==> src/rtl/i2c_am_pkg.sv <==
package i2c_am_pkg;

  localparam int NUM_SUB = 3;

  typedef enum logic [2:0] {
    MK_NONE = 3'd0,
    MK_DEV  = 3'd1,
    MK_ALL  = 3'd2,
    MK_SUB1 = 3'd3,
    MK_SUB2 = 3'd4,
    MK_SUB3 = 3'd5,
    MK_RST  = 3'd6
  } match_kind_e;

  typedef enum logic [1:0] {
    PH_IDLE = 2'd0,
    PH_ADDR = 2'd1,
    PH_DATA = 2'd2
  } phase_e;

  typedef enum logic [2:0] {
    RS_IDLE  = 3'd0,
    RS_ARMED = 3'd1,
    RS_KEY1  = 3'd2,
    RS_KEY2  = 3'd3,
    RS_DEAD  = 3'd4
  } rst_seq_e;

  // 7-bit compare of a stored address against the upper bits of a byte
  function automatic logic addr_hit(input logic [6:0] stored, input logic [6:0] got);
    return stored == got;
  endfunction

  // kind code of group address number idx (0-based)
  function automatic match_kind_e sub_kind(input int idx);
    match_kind_e k;
    case (idx)
      0:       k = MK_SUB1;
      1:       k = MK_SUB2;
      default: k = MK_SUB3;
    endcase
    return k;
  endfunction

endpackage

==> src/rtl/i2c_am_cfg.sv <==
module i2c_am_cfg
  import i2c_am_pkg::*;
#(
  parameter logic [7:0]           ALLCALL_DEF = 8'h90,
  parameter logic [NUM_SUB*8-1:0] SUB_DEF     = {8'h98, 8'h94, 8'h92},
  parameter int                   SEL_W       = 3
) (
  input  logic                    clk,
  input  logic                    rst_n,
  input  logic                    soft_clr,
  input  logic                    wr,
  input  logic [SEL_W-1:0]        sel,
  input  logic [7:0]              wdata,
  output logic [6:0]              allcall_addr,
  output logic                    allcall_en,
  output logic [NUM_SUB-1:0][6:0] sub_addr,
  output logic [NUM_SUB-1:0]      sub_en
);

  localparam logic [SEL_W-1:0] SEL_FLAGS = SEL_W'(0);
  localparam logic [SEL_W-1:0] SEL_ALL   = SEL_W'(1);
  localparam int               SEL_SUB0  = 2;

  always_ff @(posedge clk or negedge rst_n) begin
    if (!rst_n) begin
      allcall_en <= 1'b1;
      sub_en     <= '0;
    end else if (soft_clr) begin
      allcall_en <= 1'b1;
      sub_en     <= '0;
    end else if (wr && sel == SEL_FLAGS) begin
      allcall_en <= wdata[0];
      sub_en     <= wdata[NUM_SUB:1];
    end
  end

  always_ff @(posedge clk or negedge rst_n) begin
    if (!rst_n) begin
      allcall_addr <= ALLCALL_DEF[7:1];
    end else if (soft_clr) begin
      allcall_addr <= ALLCALL_DEF[7:1];
    end else if (wr && sel == SEL_ALL) begin
      allcall_addr <= wdata[7:1];
    end
  end

  for (genvar g = 0; g < NUM_SUB; g++) begin : g_sub
    localparam logic [6:0]       DEF7   = SUB_DEF[g*8+1 +: 7];
    localparam logic [SEL_W-1:0] MY_SEL = SEL_W'(SEL_SUB0 + g);
    always_ff @(posedge clk or negedge rst_n) begin
      if (!rst_n) begin
        sub_addr[g] <= DEF7;
      end else if (soft_clr) begin
        sub_addr[g] <= DEF7;
      end else if (wr && sel == MY_SEL) begin
        sub_addr[g] <= wdata[7:1];
      end
    end
  end

endmodule

==> src/rtl/i2c_am_match.sv <==
module i2c_am_match
  import i2c_am_pkg::*;
#(
  parameter logic [6:0] RST_ADDR = 7'h4F
) (
  input  logic [6:0]              addr7,
  input  logic [6:0]              dev_addr,
  input  logic [6:0]              allcall_addr,
  input  logic                    allcall_en,
  input  logic [NUM_SUB-1:0][6:0] sub_addr,
  input  logic [NUM_SUB-1:0]      sub_en,
  output match_kind_e             kind
);

  logic [NUM_SUB-1:0] sub_hit;
  logic               dev_hit;
  logic               all_hit;
  logic               rst_hit;

  for (genvar g = 0; g < NUM_SUB; g++) begin : g_hit
    assign sub_hit[g] = sub_en[g] && addr_hit(sub_addr[g], addr7);
  end

  assign dev_hit = addr_hit(dev_addr, addr7);
  assign all_hit = allcall_en && addr_hit(allcall_addr, addr7);
  assign rst_hit = addr_hit(RST_ADDR, addr7);

  // lowest priority first, each later test overrides
  always_comb begin
    kind = MK_NONE;
    for (int i = NUM_SUB - 1; i >= 0; i--) begin
      if (sub_hit[i]) kind = sub_kind(i);
    end
    if (all_hit) kind = MK_ALL;
    if (dev_hit) kind = MK_DEV;
    if (rst_hit) kind = MK_RST;
  end

endmodule

==> src/rtl/i2c_am_rstseq.sv <==
module i2c_am_rstseq
  import i2c_am_pkg::*;
#(
  parameter logic [6:0] RST_ADDR = 7'h4F,
  parameter logic [7:0] KEY1     = 8'hA5,
  parameter logic [7:0] KEY2     = 8'h5A
) (
  input  logic       clk,
  input  logic       rst_n,
  input  logic       start,
  input  logic       stop,
  input  logic       byte_go,
  input  logic       addr_byte,
  input  logic [7:0] byte_data,
  output logic       seq_ack,
  output logic       commit
);

  rst_seq_e state_q, state_d;
  logic     commit_d;

  always_comb begin
    state_d  = state_q;
    seq_ack  = 1'b0;
    commit_d = 1'b0;
    if (start) begin
      state_d = RS_IDLE;
    end else if (stop) begin
      state_d  = RS_IDLE;
      commit_d = (state_q == RS_KEY2);
    end else if (byte_go) begin
      if (addr_byte) begin
        seq_ack = (byte_data == {RST_ADDR, 1'b0});
        state_d = seq_ack ? RS_ARMED : RS_IDLE;
      end else begin
        case (state_q)
          RS_ARMED: begin
            seq_ack = (byte_data == KEY1);
            state_d = seq_ack ? RS_KEY1 : RS_DEAD;
          end
          RS_KEY1: begin
            seq_ack = (byte_data == KEY2);
            state_d = seq_ack ? RS_KEY2 : RS_DEAD;
          end
          RS_KEY2:  state_d = RS_DEAD;
          RS_DEAD:  state_d = RS_DEAD;
          default:  state_d = RS_IDLE;
        endcase
      end
    end
  end

  always_ff @(posedge clk or negedge rst_n) begin
    if (!rst_n) begin
      state_q <= RS_IDLE;
      commit  <= 1'b0;
    end else begin
      state_q <= state_d;
      commit  <= commit_d;
    end
  end

endmodule

==> src/rtl/i2c_addr_filter.sv <==
module i2c_addr_filter
  import i2c_am_pkg::*;
#(
  parameter logic [7:0]           ALLCALL_DEF = 8'h90,
  parameter logic [NUM_SUB*8-1:0] SUB_DEF     = {8'h98, 8'h94, 8'h92},
  parameter logic [6:0]           RST_ADDR    = 7'h4F,
  parameter logic [7:0]           KEY1        = 8'hA5,
  parameter logic [7:0]           KEY2        = 8'h5A,
  parameter int                   SEL_W       = 3
) (
  input  logic             clk,
  input  logic             rst_n,
  input  logic [6:0]       dev_addr,
  input  logic             evt_start,
  input  logic             evt_stop,
  input  logic             byte_valid,
  input  logic [7:0]       byte_data,
  input  logic             cfg_wr,
  input  logic [SEL_W-1:0] cfg_sel,
  input  logic [7:0]       cfg_wdata,
  output logic             dec_valid,
  output logic             dec_ack,
  output logic [2:0]       match_kind,
  output logic             match_rd,
  output logic             soft_reset
);

  logic [6:0]              allcall_addr;
  logic                    allcall_en;
  logic [NUM_SUB-1:0][6:0] sub_addr;
  logic [NUM_SUB-1:0]      sub_en;
  match_kind_e             hit_kind;
  match_kind_e             kind_q, kind_d;
  phase_e                  ph_q;
  logic                    rd_q;
  logic                    byte_go;
  logic                    addr_phase;
  logic                    seq_ack;
  logic                    ack_d;

  // named events shared with the checker
  assign byte_go    = byte_valid && !evt_start && !evt_stop;
  assign addr_phase = byte_go && (ph_q == PH_ADDR);

  i2c_am_cfg #(
    .ALLCALL_DEF (ALLCALL_DEF),
    .SUB_DEF     (SUB_DEF),
    .SEL_W       (SEL_W)
  ) cfg_i (
    .clk          (clk),
    .rst_n        (rst_n),
    .soft_clr     (soft_reset),
    .wr           (cfg_wr),
    .sel          (cfg_sel),
    .wdata        (cfg_wdata),
    .allcall_addr (allcall_addr),
    .allcall_en   (allcall_en),
    .sub_addr     (sub_addr),
    .sub_en       (sub_en)
  );

  i2c_am_match #(
    .RST_ADDR (RST_ADDR)
  ) match_i (
    .addr7        (byte_data[7:1]),
    .dev_addr     (dev_addr),
    .allcall_addr (allcall_addr),
    .allcall_en   (allcall_en),
    .sub_addr     (sub_addr),
    .sub_en       (sub_en),
    .kind         (hit_kind)
  );

  i2c_am_rstseq #(
    .RST_ADDR (RST_ADDR),
    .KEY1     (KEY1),
    .KEY2     (KEY2)
  ) seq_i (
    .clk       (clk),
    .rst_n     (rst_n),
    .start     (evt_start),
    .stop      (evt_stop),
    .byte_go   (byte_go),
    .addr_byte (addr_phase),
    .byte_data (byte_data),
    .seq_ack   (seq_ack),
    .commit    (soft_reset)
  );

  always_comb begin
    kind_d = (hit_kind == MK_RST && byte_data[0]) ? MK_NONE : hit_kind;
    ack_d  = 1'b0;
    if (addr_phase) begin
      ack_d = (hit_kind == MK_RST) ? seq_ack : (hit_kind != MK_NONE);
    end else if (ph_q == PH_DATA) begin
      ack_d = (kind_q == MK_RST) ? seq_ack : (kind_q != MK_NONE && !rd_q);
    end
  end

  always_ff @(posedge clk or negedge rst_n) begin
    if (!rst_n) begin
      ph_q   <= PH_IDLE;
      kind_q <= MK_NONE;
      rd_q   <= 1'b0;
    end else if (evt_start) begin
      ph_q   <= PH_ADDR;
      kind_q <= MK_NONE;
      rd_q   <= 1'b0;
    end else if (evt_stop) begin
      ph_q   <= PH_IDLE;
      kind_q <= MK_NONE;
      rd_q   <= 1'b0;
    end else if (addr_phase) begin
      ph_q   <= PH_DATA;
      kind_q <= kind_d;
      rd_q   <= byte_data[0];
    end
  end

  always_ff @(posedge clk or negedge rst_n) begin
    if (!rst_n) begin
      dec_valid <= 1'b0;
      dec_ack   <= 1'b0;
    end else begin
      dec_valid <= byte_go;
      dec_ack   <= byte_go && ack_d;
    end
  end

  assign match_kind = kind_q;
  assign match_rd   = rd_q;

endmodule

==> config.mk <==
export PLATFORM = sky130hd
export DESIGN_NAME = i2c_addr_filter
export DESIGN_NICKNAME = d
export VERILOG_FILES = /design/src/rtl/i2c_am_pkg.sv /design/src/rtl/i2c_am_cfg.sv /design/src/rtl/i2c_am_match.sv /design/src/rtl/i2c_am_rstseq.sv /design/src/rtl/i2c_addr_filter.sv
export SDC_FILE = /design/constraint.sdc
export NUM_CORES = 1
export LEC_CHECK = 0
export ABC_AREA = 1
export CORE_MARGIN = 1.5
export CORE_UTILIZATION = 40
export CTS_BUF_LIST = sky130_fd_sc_hd__clkbuf_4 sky130_fd_sc_hd__clkbuf_8 sky130_fd_sc_hd__clkbuf_16
export CTS_CLUSTER_SIZE = 10
export DETAILED_ROUTE_END_ITERATION = 10
export SKIP_CTS_REPAIR_TIMING = 1
export SYNTH_ARGS = -nofsm -noshare
export SYNTH_HDL_FRONTEND = slang
export SYNTH_HIERARCHICAL = 1
export SYNTH_SLANG_ARGS = --single-unit
==> constraint.sdc <==
create_clock -name clk -period 2.5 [get_ports clk]
set_input_delay 0.5 -clock clk [delete_from_list [all_inputs] [get_ports clk]]
set_output_delay 0.5 -clock clk [all_outputs]
set_load 0.01 [all_outputs]
### Yosys cells after proc, flatten, opt, wreduce, memory -nomap -nowiden

Index checks and enable logic that the tools add are counted.

| word-level totals | value |
|---|---|
| register bits | 44 |
| bits in latches | 0 |
| RAM bits | 0 |
| bits in read-only memories | 0 |
| bits of input ports | 32 |
| output and inout port bits | 7 |
| word-level logic and storage cells | 110 |
| memories kept | 0 |

| cells by class | value |
|---|---|
| $add $sub $neg | 0 |
| multiply operators | 0 |
| divide/modulo/power cells | 0 |
| order comparisons | 0 |
| eq/ne operators | 21 |
| shift-type cells | 0 |
| muxes and demuxes | 47 |
| bitwise gates (word level) | 0 |
| reduce and logical (&&, ||, !) cells | 29 |

Operators by type and width:

| operator | number |
|---|---|
| $mux W7 | 8 |
| $mux W3 | 18 |
| $eq A7 B7 Y1 | 5 |
| $eq A8 B8 Y1 const B | 2 |
| $mux W1 | 16 |
| $logic_and A1 B1 Y1 | 15 |
| $eq A3 B2 Y1 const B | 4 |
| $eq A3 B3 Y1 const B | 4 |
| $reduce_bool A3 Y1 | 4 |
| $reduce_bool A2 Y1 | 5 |
| $pmux W3 S3 | 1 |
| $eq A8 B7 Y1 const B | 1 |
| $eq A7 B7 Y1 const A | 1 |
| $eq A3 B1 Y1 const B | 2 |
| $mux W2 | 3 |
| $logic_not A1 Y1 | 3 |
| $logic_not A3 Y1 | 1 |
| $eq A2 B1 Y1 const B | 1 |
| $eq A2 B2 Y1 const B | 1 |
| $pmux W1 S2 | 1 |
| $reduce_or A2 Y1 | 1 |

### Depth between registers and ports, before layout

| depth | value |
|---|---|
| depth in word-level cells | 14 |
| depth in mapped cells | 18 |
| depth with buffers taken out | 17 |

### Hierarchy

The synthesis kept the hierarchy.

By module, submodules not included:

| module | times used | cells an instance | area an instance (µm²) | seq. area each (µm²) |
|---|---|---|---|---|
| i2c_am_cfg | 1 | 171 | 1506.4 | 815.8 |
| i2c_am_match | 1 | 173 | 793.3 | 0.0 |
| i2c_addr_filter | 1 | 53 | 415.4 | 200.2 |
| i2c_am_rstseq | 1 | 68 | 372.9 | 100.1 |

### Least setup slack after synthesis

No wires, ideal clock.

| path | value |
|---|---|
| kind | input to register |
| from | input port byte_data[5] |
| to | register kind_q[1] (netlist: match_kind[1]) |
| library setup time | 0.117 ns |
| data arrival time | 1.779 ns |
| required time | 2.383 ns |
| slack | 0.604 ns |
| stages on the path | 16 |
| buffers on the path | 1 |
| path through | buf_4 inv_1 nand2_1 nand2_1 inv_1 nor2_1 nand2_1 nor2_1 o21ai_0 nand2_1 nand2_1 nor2_1 nand2_1 and2_2 nand2_1 nand2_1 |

| between the ends | value |
|---|---|
| elaborated cells between the ends (all ways) | 22 |
| those cells by class | 7 x eq/ne; 10 x mux; 5 x reduce/logical |

RTL lines:

| element | line | text |
|---|---|---|
| start: declaration | i2c_addr_filter.sv:17 | `input logic [7:0] byte_data,` |
| $eq A7 B7 Y1 | i2c_am_pkg.sv:31 | `return stored == got;` |
| $logic_and A1 B1 Y1 | i2c_am_match.sv:21 | `assign sub_hit[g] = sub_en[g] && addr_hit(sub_addr[g], addr7);` |
| $mux W3 (2 in series) | i2c_am_match.sv:32 | `if (sub_hit[i]) kind = sub_kind(i);` |
| $mux W3 | i2c_am_match.sv:34 | `if (all_hit) kind = MK_ALL;` |
| $mux W3 | i2c_am_match.sv:35 | `if (dev_hit) kind = MK_DEV;` |
| $mux W3 * | i2c_am_match.sv:36 | `if (rst_hit) kind = MK_RST;` |
| net hit_kind[1] | i2c_addr_filter.sv:32 | `match_kind_e hit_kind;` |
| $eq A3 B3 Y1 | i2c_addr_filter.sv:91 | `kind_d = (hit_kind == MK_RST && byte_data[0]) ? MK_NONE : hit_kind;` |
| $logic_and A1 B1 Y1 | i2c_addr_filter.sv:91 |  |
| $mux W3 * | i2c_addr_filter.sv:91 |  |
| $mux W3 * | i2c_addr_filter.sv:113 | `end else if (addr_phase) begin` |
| $mux W3 * | i2c_addr_filter.sv:109 | `end else if (evt_stop) begin` |
| $mux W3 * | i2c_addr_filter.sv:105 | `end else if (evt_start) begin` |
| end signal: assignment | i2c_addr_filter.sv:115 | `kind_q <= kind_d;` |
| end: declaration | i2c_addr_filter.sv:33 | `match_kind_e kind_q, kind_d;` |

The timed path passes the listed nets; every way through them passes the cells marked *. The select of a mux whose other input is x is not followed.
A chain may end at the register's enable or synchronous reset.

### Worst setup path in the final report

| path | value |
|---|---|
| from | input port byte_data[2] |
| to | register kind_q[2] (netlist: match_kind[2]) |

| between the ends | value |
|---|---|
| elaborated cells between the ends (all ways) | 22 |
| those cells by class | 7 x eq/ne; 10 x mux; 5 x reduce/logical |

RTL lines:

| element | line |
|---|---|
| $eq A7 B7 Y1 | i2c_am_pkg.sv:31 |
| $logic_and A1 B1 Y1 | i2c_am_match.sv:21 |
| $mux W3 (2 in series) | i2c_am_match.sv:32 |
| $mux W3 | i2c_am_match.sv:34 |
| $mux W3 | i2c_am_match.sv:35 |
| $mux W3 * | i2c_am_match.sv:36 |
| net hit_kind[1] | i2c_addr_filter.sv:32 |
| $eq A3 B3 Y1 * | i2c_addr_filter.sv:91 |
| $logic_and A1 B1 Y1 * | i2c_addr_filter.sv:91 |
| $mux W3 * | i2c_addr_filter.sv:91 |
| $mux W3 * | i2c_addr_filter.sv:113 |
| $mux W3 * | i2c_addr_filter.sv:109 |
| $mux W3 * | i2c_addr_filter.sv:105 |

Marks and branches as above.

==> out/qor.yml <==
synth_seq_cells: 44
start_util_pct: 41.90
ios: 39
rsz0062_at_grt: "false"
grt_pass1_wl_um: 13480
power_mw: 1.945
postSynthAreaPerCell_um2: 6.641
fp.dieArea_um2: 8256
synth_fp_nets: 497
synth_common_cells: "nand2_1, inv_1, nand3_1"
synthTopCellsByArea: "dfrtp_1, nand2_1, dfstp_2, nand3_1, inv_1"
grt_antenna_before_repair: 0
track_usage_pct: 20.86
vias: 2918
clkTransAtPathRegs_ns: 0.09
clk_path_buf_depth: 2
ir_drop_uv: 270.0
crit_required_ns: 2.70
slew-limit-headroom_pct: 70.98
r2r_slack_ns: 0.65
synth_warnings: 6
crit_path_end_kind: "register"
synth_enable_flop_cells: 0
crit_arrival_ns: 2.37
crit_type: "in -> reg"
grt-ovfl-total: 0
worstSetupStartpointType: "input port"
area_growth_pct: 22.69
power_leakage_nw: 2.060
worst_pin_slew_ns: 0.4353
dr.first_iter.drc_count: 183
whs_ns: 0.1259
grt_pass1_vias: 2744
finalHoldViolations: 0
antenna_cells: 0
met1_usage_pct: 30.22
cts_max_level: 2
drive_gt1_share_pct: 16.16
dp_hpwl_um: 6522
async_flop_share_pct: 100.0
postRouteAntennaNets: 0
finalSetupViolations: 0
fin_crit_sh_pct: 86.64
finalClockSkew_ns: 0.005493
nets: 557
min_path_type: "in -> async"
synth-main-ff-cell: "dfrtp_1"
seq_area_frac_synth_pct: 36.14
synth_top_cell_area_share_pct: 25.93
port_buffers: 38
clockRootBuffer: "clkbuf_8"
grt_max_degree: 41
wl_um: 8215
synth_area_leader_cell: "dfrtp_1"
drv_slew: 0
synthesis.area_um2: 3088
fp-row-count: 31
met2_usage_pct: 31.95
dieHeight_um: 90.86
die_w_um: 90.86
core_region_area_um2: 7370
synth.distinct_cells: 38
setup_slack_ns: 0.3341
cts_tree: "done"
cts_buffers: 5
period_minus_slack_ns: 2.166
pre_cts_slack_ns: 0.004057
top_usage_layer: "met2"
clock_latency_ns: 0.30
drv_cap: 0
critical_path.max_fanout: 4
met3_usage_pct: 3.788
status: "complete, no violations"
postSynthCellCount: 465
yosys.cell_count.top_type: "nand2_1"
post_drt_wl_per_cell_um: 13.14
powerDensity_nw_per_um2: 513.5
cts.sink_count: 44
vias_per_cell: 4.669
finalSetupTns_ns: 0
max_freq_ghz: 0.4617
gp_congestion: 0.9154
drt_pre_antenna_iters: 4
drc_errors: 0
==> kinds of logic after synthesis <==
logic type | share of synthesized area, %
AO/OA/AOI/OAI | 2.188
AND/OR/NAND/NOR | 46.88
XOR/XNOR | 3.687
flip-flops | 36.14
buffers and inverters | 11.10
==> sequential cells by signal (all words and copies together) (netlist names) <==
name,count
cfg_i/sub_addr,21
seq_i/commit,1
dec_ack,1
ph_q,2
cfg_i/sub_en,3
match_rd,1
cfg_i/allcall_addr,7
seq_i/state_q,3
dec_valid,1
match_kind,3
cfg_i/allcall_en,1
==> cells in the final DEF (no fill, tap or decap), types with 2 or more instances in the layout <==
cell type / n
a21oi_1: 3
nand2_4: 7
nor3_1: 3
nand2_2: 6
nor2_2: 5
xor2_1: 8
nand3_1: 48
o21ai_0: 5
buf_4: 25
nand2_1: 188
or2_1: 4
nor2_1: 41
inv_1: 54
inv_2: 10
xnor2_1: 5
nor2_8: 2
clkdlybuf4s50_1: 37
nand3b_1: 3
dfrtp_1: 32
dfstp_2: 12
nand4_1: 3
clkbuf_8: 6
nor2_4: 2
==> through the flow <==
stage / instance area, um2 / util, % / instances
floorplan: 3088 / - / 465
global placement: 3691 / 50.08 / 617
detailed placement: 3691 / 50.08 / 617
CTS: 3789 / 51.41 / 625
global route: 3789 / 51.41 / 625
finish: 3789 / 51.41 / 625
==> routing by layer <==
layer / routed length [um] / up-vias
met5: 0 / -
met4: 74 / 0
met3: 393 / 6
met2: 3626 / 53
met1: 4121 / 1331
li1: - / 1528
==> worst max-delay path, stage by stage <==
cell             delay, ns
clkdlybuf4s50_1       0.50
buf_4                 0.18
nand2_1               0.08
nand2_1               0.07
nor3_2                0.10
nand2_1               0.08
nor2_1                0.15
o21ai_0               0.11
nand2_1               0.08
nand2_1               0.05
nor2_1                0.12
nand2_1               0.06
and2_2                0.19
nand2_1               0.05
nand2_1               0.05
==> power breakdown <==
group / total (mW) / switching, mW / internal, mW
clock network: 0.496 / 0.260 / 0.236
registers: 0.941 / 0.0972 / 0.844
logic: 0.509 / 0.279 / 0.230
total: 1.95 / 0.636 / 1.31
==> final cells by class <==
| type | instances | area [um2] |
|---|---|---|
| clock buffer | 7 | 90.09 |
| multi-input combinational | 344 | 1629 |
| sequential | 44 | 1116 |
| timing repair buffer | 63 | 563.0 |
| inverter | 67 | 259.0 |
| tap | 99 | 123.9 |
| fill | 729 | 3581 |
| clock inverter | 1 | 7.507 |
==> final timing paths <==
check                                   start                  to  depth (start not counted)
setup reg to reg            cfg_i/sub_addr[3]       match_kind[2]                         13
max in group asynchronous               rst_n  cfg_i/sub_addr[20]                          2
min in group clk           cfg_i/sub_addr[20]  cfg_i/sub_addr[20]                          2
hold reg to reg            cfg_i/sub_addr[20]  cfg_i/sub_addr[20]                          2
hold / removal                          rst_n     cfg_i/sub_en[1]                          1
setup / recovery                 byte_data[2]       match_kind[2]                         15
Note: power is estimated with default switching activity, not from simulation.
